--- src/rtl/bank_mapper_pkg.sv ---
// Shared definitions for the bank mapper.
// Assumes a 16-bit CPU address and 8-bit data.
package bank_mapper_pkg;

    // Which control register a write in 0x0000-0x7FFF targets (addr[14:13]).
    typedef enum logic [1:0] {
        SEL_GATE  = 2'd0,
        SEL_ROMLO = 2'd1,
        SEL_HIGH  = 2'd2,
        SEL_MODE  = 2'd3
    } ctrl_sel_e;

    // Register personality.
    localparam int FLAVOR_SPLIT = 0;
    localparam int FLAVOR_WIDE  = 1;

    localparam int ROM_OFS_W = 14;   // 16 KiB window
    localparam int RAM_OFS_W = 13;   // 8 KiB window
    localparam int BANK_W    = 7;    // stored ROM bank width
    localparam int RBANK_W   = 3;    // stored RAM bank width
    localparam logic [3:0] GATE_KEY = 4'hA;

endpackage

--- src/rtl/mapper_decode.sv ---
// Address decoder for the bank mapper.
// Splits the CPU address into the control-write target, the ROM and RAM
// selects and the fixed-window flag. Purely combinational.
module mapper_decode
    import bank_mapper_pkg::*;
(
    input  logic [15:13] addr_hi,
    input  logic         wr,
    output logic         ctrl_wr,
    output ctrl_sel_e    ctrl_sel,
    output logic         rom_sel,
    output logic         rom_fixed,
    output logic         ram_sel
);

    // Classify the address into its windows.
    always_comb begin
        rom_sel   = ~addr_hi[15];
        rom_fixed = (addr_hi[15:14] == 2'b00);
        ram_sel   = (addr_hi == 3'b101);
        ctrl_wr   = wr & ~addr_hi[15];
        ctrl_sel  = ctrl_sel_e'(addr_hi[14:13]);
    end

endmodule

--- src/rtl/mapper_ctrl_regs.sv ---
// Control registers of the bank mapper.
// Holds the RAM gate, ROM bank, RAM bank and mode bit. FLAVOR selects the
// split (5+2 bit) or wide (7 bit) register personality. The stored ROM
// bank never reads 0 in its low field, so no remap is needed downstream.
module mapper_ctrl_regs
    import bank_mapper_pkg::*;
#(
    parameter int FLAVOR = FLAVOR_SPLIT
) (
    input  logic               clk,
    input  logic               rst_n,
    input  logic               ctrl_wr,
    input  ctrl_sel_e          ctrl_sel,
    input  logic [7:0]         wdata,
    output logic [BANK_W-1:0]  rom_bank,
    output logic [RBANK_W-1:0] ram_bank,
    output logic               ram_on,
    output logic               ram_mode
);

    logic key_hit;
    assign key_hit = (wdata[3:0] == GATE_KEY);

    // RAM gate: shared by both personalities.
    always_ff @(posedge clk) begin
        if (!rst_n)
            ram_on <= 1'b0;
        else if (ctrl_wr && ctrl_sel == SEL_GATE)
            ram_on <= key_hit;
    end

    generate
        if (FLAVOR == FLAVOR_SPLIT) begin : g_split
            logic [4:0] lo_next;
            assign lo_next = (wdata[4:0] == 5'd0) ? 5'd1 : wdata[4:0];

            // Bank and mode registers for the split personality.
            always_ff @(posedge clk) begin
                if (!rst_n) begin
                    rom_bank <= BANK_W'(1);
                    ram_bank <= '0;
                    ram_mode <= 1'b0;
                end else if (ctrl_wr) begin
                    case (ctrl_sel)
                        SEL_ROMLO: rom_bank[4:0] <= lo_next;
                        SEL_HIGH: begin
                            if (ram_mode)
                                ram_bank <= {1'b0, wdata[1:0]};
                            else
                                rom_bank[6:5] <= wdata[1:0];
                        end
                        SEL_MODE: begin
                            ram_mode <= wdata[0];
                            if (wdata[0])
                                rom_bank[6:5] <= 2'b00;
                            else
                                ram_bank <= '0;
                        end
                        default: ;
                    endcase
                end
            end
        end else begin : g_wide
            logic [6:0] bank_next;
            assign bank_next = (wdata[6:0] == 7'd0) ? 7'd1 : wdata[6:0];
            assign ram_mode  = 1'b0;

            // Bank registers for the wide personality; mode writes are no-ops.
            always_ff @(posedge clk) begin
                if (!rst_n) begin
                    rom_bank <= BANK_W'(1);
                    ram_bank <= '0;
                end else if (ctrl_wr) begin
                    case (ctrl_sel)
                        SEL_ROMLO: rom_bank <= bank_next;
                        SEL_HIGH:  ram_bank <= wdata[2:0];
                        default: ;
                    endcase
                end
            end
        end
    endgenerate

endmodule

--- src/rtl/mapper_addr_map.sv ---
// Physical address formation and RAM gating for the bank mapper.
// Masks the stored bank numbers to the configured bank counts (powers of
// two, at least 2) and builds ROM/RAM addresses. Purely combinational.
module mapper_addr_map
    import bank_mapper_pkg::*;
#(
    parameter int ROM_BANKS = 128,
    parameter int RAM_BANKS = 4,
    localparam int ROM_BW = $clog2(ROM_BANKS),
    localparam int RAM_BW = $clog2(RAM_BANKS),
    localparam int ROM_AW = ROM_BW + ROM_OFS_W,
    localparam int RAM_AW = RAM_BW + RAM_OFS_W
) (
    input  logic [15:0]        cpu_addr,
    input  logic               cpu_wr,
    input  logic [7:0]         ram_rdata,
    input  logic [BANK_W-1:0]  rom_bank,
    input  logic [RBANK_W-1:0] ram_bank,
    input  logic               ram_on,
    input  logic               rom_fixed,
    input  logic               ram_sel,
    output logic [ROM_AW-1:0]  rom_addr,
    output logic [RAM_AW-1:0]  ram_addr,
    output logic               ram_we,
    output logic               ram_oe,
    output logic [7:0]         cpu_ram_rdata
);

    logic [15:0]       rom_ext;
    logic [15:0]       ram_ext;
    logic [ROM_BW-1:0] rom_phys;
    logic [RAM_BW-1:0] ram_phys;

    // Reduce bank numbers to the physical bank count.
    always_comb begin
        rom_ext  = 16'(rom_bank);
        ram_ext  = 16'(ram_bank);
        rom_phys = rom_ext[ROM_BW-1:0];
        ram_phys = ram_ext[RAM_BW-1:0];
    end

    // Build the physical addresses.
    always_comb begin
        if (rom_fixed)
            rom_addr = {{ROM_BW{1'b0}}, cpu_addr[ROM_OFS_W-1:0]};
        else
            rom_addr = {rom_phys, cpu_addr[ROM_OFS_W-1:0]};
        ram_addr = {ram_phys, cpu_addr[RAM_OFS_W-1:0]};
    end

    // Gate RAM access on the enable register.
    always_comb begin
        ram_oe        = ram_sel & ram_on;
        ram_we        = ram_sel & ram_on & cpu_wr;
        cpu_ram_rdata = ram_oe ? ram_rdata : 8'hFF;
    end

endmodule

--- src/rtl/bank_mapper.sv ---
// Top level of the cartridge bank mapper.
// CPU writes below 0x8000 program the control registers; outputs are
// combinational from the registers and the current CPU address.
// Assumes ROM_BANKS in 2..128 and RAM_BANKS in 2..8, both powers of two.
module bank_mapper
    import bank_mapper_pkg::*;
#(
    parameter int FLAVOR    = FLAVOR_SPLIT,
    parameter int ROM_BANKS = 128,
    parameter int RAM_BANKS = 4,
    localparam int ROM_AW = $clog2(ROM_BANKS) + ROM_OFS_W,
    localparam int RAM_AW = $clog2(RAM_BANKS) + RAM_OFS_W
) (
    input  logic              clk,
    input  logic              rst_n,
    input  logic [15:0]       cpu_addr,
    input  logic [7:0]        cpu_wdata,
    input  logic              cpu_wr,
    input  logic [7:0]        ram_rdata,
    output logic              rom_cs,
    output logic [ROM_AW-1:0] rom_addr,
    output logic              ram_cs,
    output logic [RAM_AW-1:0] ram_addr,
    output logic              ram_we,
    output logic              ram_oe,
    output logic [7:0]        cpu_ram_rdata
);

    logic               ctrl_wr;
    ctrl_sel_e          ctrl_sel;
    logic               rom_fixed;
    logic               ram_sel;
    logic [BANK_W-1:0]  rom_bank_q;
    logic [RBANK_W-1:0] ram_bank_q;
    logic               ram_on_q;
    logic               ram_mode_q;

    mapper_decode u_decode (
        .addr_hi   (cpu_addr[15:13]),
        .wr        (cpu_wr),
        .ctrl_wr   (ctrl_wr),
        .ctrl_sel  (ctrl_sel),
        .rom_sel   (rom_cs),
        .rom_fixed (rom_fixed),
        .ram_sel   (ram_sel)
    );

    mapper_ctrl_regs #(.FLAVOR(FLAVOR)) u_regs (
        .clk      (clk),
        .rst_n    (rst_n),
        .ctrl_wr  (ctrl_wr),
        .ctrl_sel (ctrl_sel),
        .wdata    (cpu_wdata),
        .rom_bank (rom_bank_q),
        .ram_bank (ram_bank_q),
        .ram_on   (ram_on_q),
        .ram_mode (ram_mode_q)
    );

    mapper_addr_map #(.ROM_BANKS(ROM_BANKS), .RAM_BANKS(RAM_BANKS)) u_map (
        .cpu_addr      (cpu_addr),
        .cpu_wr        (cpu_wr),
        .ram_rdata     (ram_rdata),
        .rom_bank      (rom_bank_q),
        .ram_bank      (ram_bank_q),
        .ram_on        (ram_on_q),
        .rom_fixed     (rom_fixed),
        .ram_sel       (ram_sel),
        .rom_addr      (rom_addr),
        .ram_addr      (ram_addr),
        .ram_we        (ram_we),
        .ram_oe        (ram_oe),
        .cpu_ram_rdata (cpu_ram_rdata)
    );

    assign ram_cs = ram_sel;

endmodule

--- config.mk ---
export PLATFORM = sky130hd
export DESIGN_NAME = bank_mapper
export DESIGN_NICKNAME = d
export VERILOG_FILES = /design/src/rtl/bank_mapper_pkg.sv /design/src/rtl/mapper_decode.sv /design/src/rtl/mapper_ctrl_regs.sv /design/src/rtl/mapper_addr_map.sv /design/src/rtl/bank_mapper.sv
export SDC_FILE = /design/constraint.sdc
export NUM_CORES = 1
export LEC_CHECK = 0
export ABC_CLOCK_PERIOD_IN_PS = 1090
export BUFFER_PORTS_ARGS = -buffer_cell sky130_fd_sc_hd__buf_2
export CAP_MARGIN = 20
export CORE_MARGIN = 1.5
export CORE_UTILIZATION = 34
export CTS_CLUSTER_DIAMETER = 60
export DETAILED_ROUTE_END_ITERATION = 8
export GPL_ROUTABILITY_DRIVEN = 0
export PLACE_DENSITY = 0.77
export REMOVE_ABC_BUFFERS = 1
export SETUP_SLACK_MARGIN = 0.4
export SLEW_MARGIN = 15
export SYNTH_ARGS = -nofsm -noshare
export SYNTH_HDL_FRONTEND = slang
export SYNTH_HIERARCHICAL = 1
export SYNTH_SLANG_ARGS = --single-unit
--- constraint.sdc ---
create_clock -name clk -period 1.09 [get_ports clk]
set_input_delay 0.218 -clock clk [delete_from_list [all_inputs] [get_ports clk]]
set_output_delay 0.218 -clock clk [all_outputs]
set_load 0.01 [all_outputs]
==> impl_metrics.tcl <==
set metrics [dict create \
    cts_buffers 3 \
    synth_area_sq_um 918 \
    die_w_um 55.0 \
    postCtsHoldBufs 0 \
    multi_input_area_sq_um 515 \
    ios 83 \
    syn_area_per_cell_sq_um 8.43 \
    failed_checks "setup timing" \
    firstDrtPassIters 4 \
    tightest_slew_ns 0.326 \
    crit_fanout 8 \
    fmax_mhz 836 \
    place_ws_ns -0.117 \
    relSlewSlack 0.781 \
    regArea_sq_um 239 \
    cts_tree "built" \
    hp-class "input port to register" \
    htreeDepth 1 \
    grt_pass1_wl_um 3720 \
    post-route-period-util 1.10 \
    dieHeight_um 55.0 \
    post_drt_wl_per_cell_um 17.6 \
    worstPathArrival_ns 0.98 \
    drive_gt1_frac 0.669 \
    final-max-slew-violation-count 0 \
    layout_common_cells "buf_2 (27), buf_6 (20), dfxtp_2 (9), buf_4 (8), nand3b_1 (8)" \
    area_delta_synth_final_pct 46.0 \
    crit_path_end_kind "output pin" \
    fin_skew_ns 0.00604 \
    hold_viol 0 \
    numPortBuffers 40 \
    cts_buffer_depth 2 \
    fin_ws_ns -0.106 \
    final_core_util 0.532 \
    fp.dieArea_sq_um 3020 \
    start_util 0.364 \
    cap_violations 0 \
    worstPathRequired_ns 0.87 \
    drtIter0Drc 13 \
    grt_start_max_net_pins 12 \
    final_nets 175 \
    drt_wl_total_um 2980 \
    synth_cells 109 \
    ant_nets 0 \
    remaining_drc_errors 0 \
    ys_warn_count 6 \
    power_density_nw_per_um2 730 \
    grt_pass1_vias 777 \
    antenna_found_initial 0 \
    core.rowCount 18 \
    fin_tns_setup_ns -0.729 \
    setup_viol 13 \
    final_common_cell "buf_2" \
    core_area_sq_um 2520 \
    outcome "finished with violations" \
    grt-ovfl-total 0 \
    cts_sinks 11 \
    p_leak_nw 0.630 \
    path_class "input port to output pin" \
    grtUsageTotal 0.171 \
    diodes 0 \
    clk_latency_ns 0.27 \
    hpwl_um 1830 \
    n_fill_cell 216 \
    cts_root_buf "clkbuf_4" \
    rsz0062_at_grt "true" \
    path_clk_slew_ns 0.07 \
    route.vias.total 880 \
    min_period_ns 1.20 \
    vdd_drop_max_mv 0.716 \
    start_kind "input port" \
    vias_per_cell 5.21 \
]
power by group:
group          switching (mW)  internal [mW]
Clock                   0.139          0.141
Sequential            0.00623          0.407
Combinational           0.124          0.162
Total                   0.269          0.710
state kept, by name, indices dropped and copies added (netlist names):
name / cells
u_regs/ram_mode: 1
u_regs/ram_bank: 2
u_regs/rom_bank: 7
u_regs/ram_on: 1
timing repair:
item / 4_1_cts / 5_1_grt
setup endpoints to repair: 33 / 33
pin swaps: 12 / 9
buffers inserted: 7 / 6
gates resized for setup: 41 / 24
endpoints found under the hold margin: 0 / 0
critical path: stages:
cell and delay [ns]:
buf_6 0.10, and3b_2 0.26, buf_6 0.14, nand3b_1 0.10, buf_2 0.16
stage by stage:
stage,hold slack [ns],power [mW],instances,cell area (sq um)
after floorplan,0.298,0.488,74,651
after global placement,0.436,0.589,152,961
after detailed placement,0.436,0.596,152,961
after CTS,0.206,0.935,163,1180
after global routing,0.208,1.02,169,1340
final,0.206,0.980,169,1340
metal layers:
metal  GRT usage  routed length, um
met1       0.188               1030
met2       0.292               1490
met3      0.0806                424
met4      0.0285                 24
met5       0.125                  0
final cells by class:
type / count / share of cell area
Inverter: 2 / 0.00560
Clock buffer: 4 / 0.0196
Sequential cell: 11 / 0.178
Tap cell: 30 / 0.0280
Multi-Input combinational cell: 61 / 0.384
Timing Repair Buffer: 61 / 0.384
worst paths after layout:
path	slack [ns]	start	endpoint	cells after the start
min	0.21	rst_n	u_regs/rom_bank[0]	2
min reg2reg	0.49	u_regs/rom_bank[3]	u_regs/rom_bank[3]	2
max	-0.11	cpu_addr[14]	cpu_ram_rdata[1]	5
max reg2reg	0.09	u_regs/ram_mode	u_regs/rom_bank[6]	3
No activity file was read; power rests on OpenSTA's default activity.
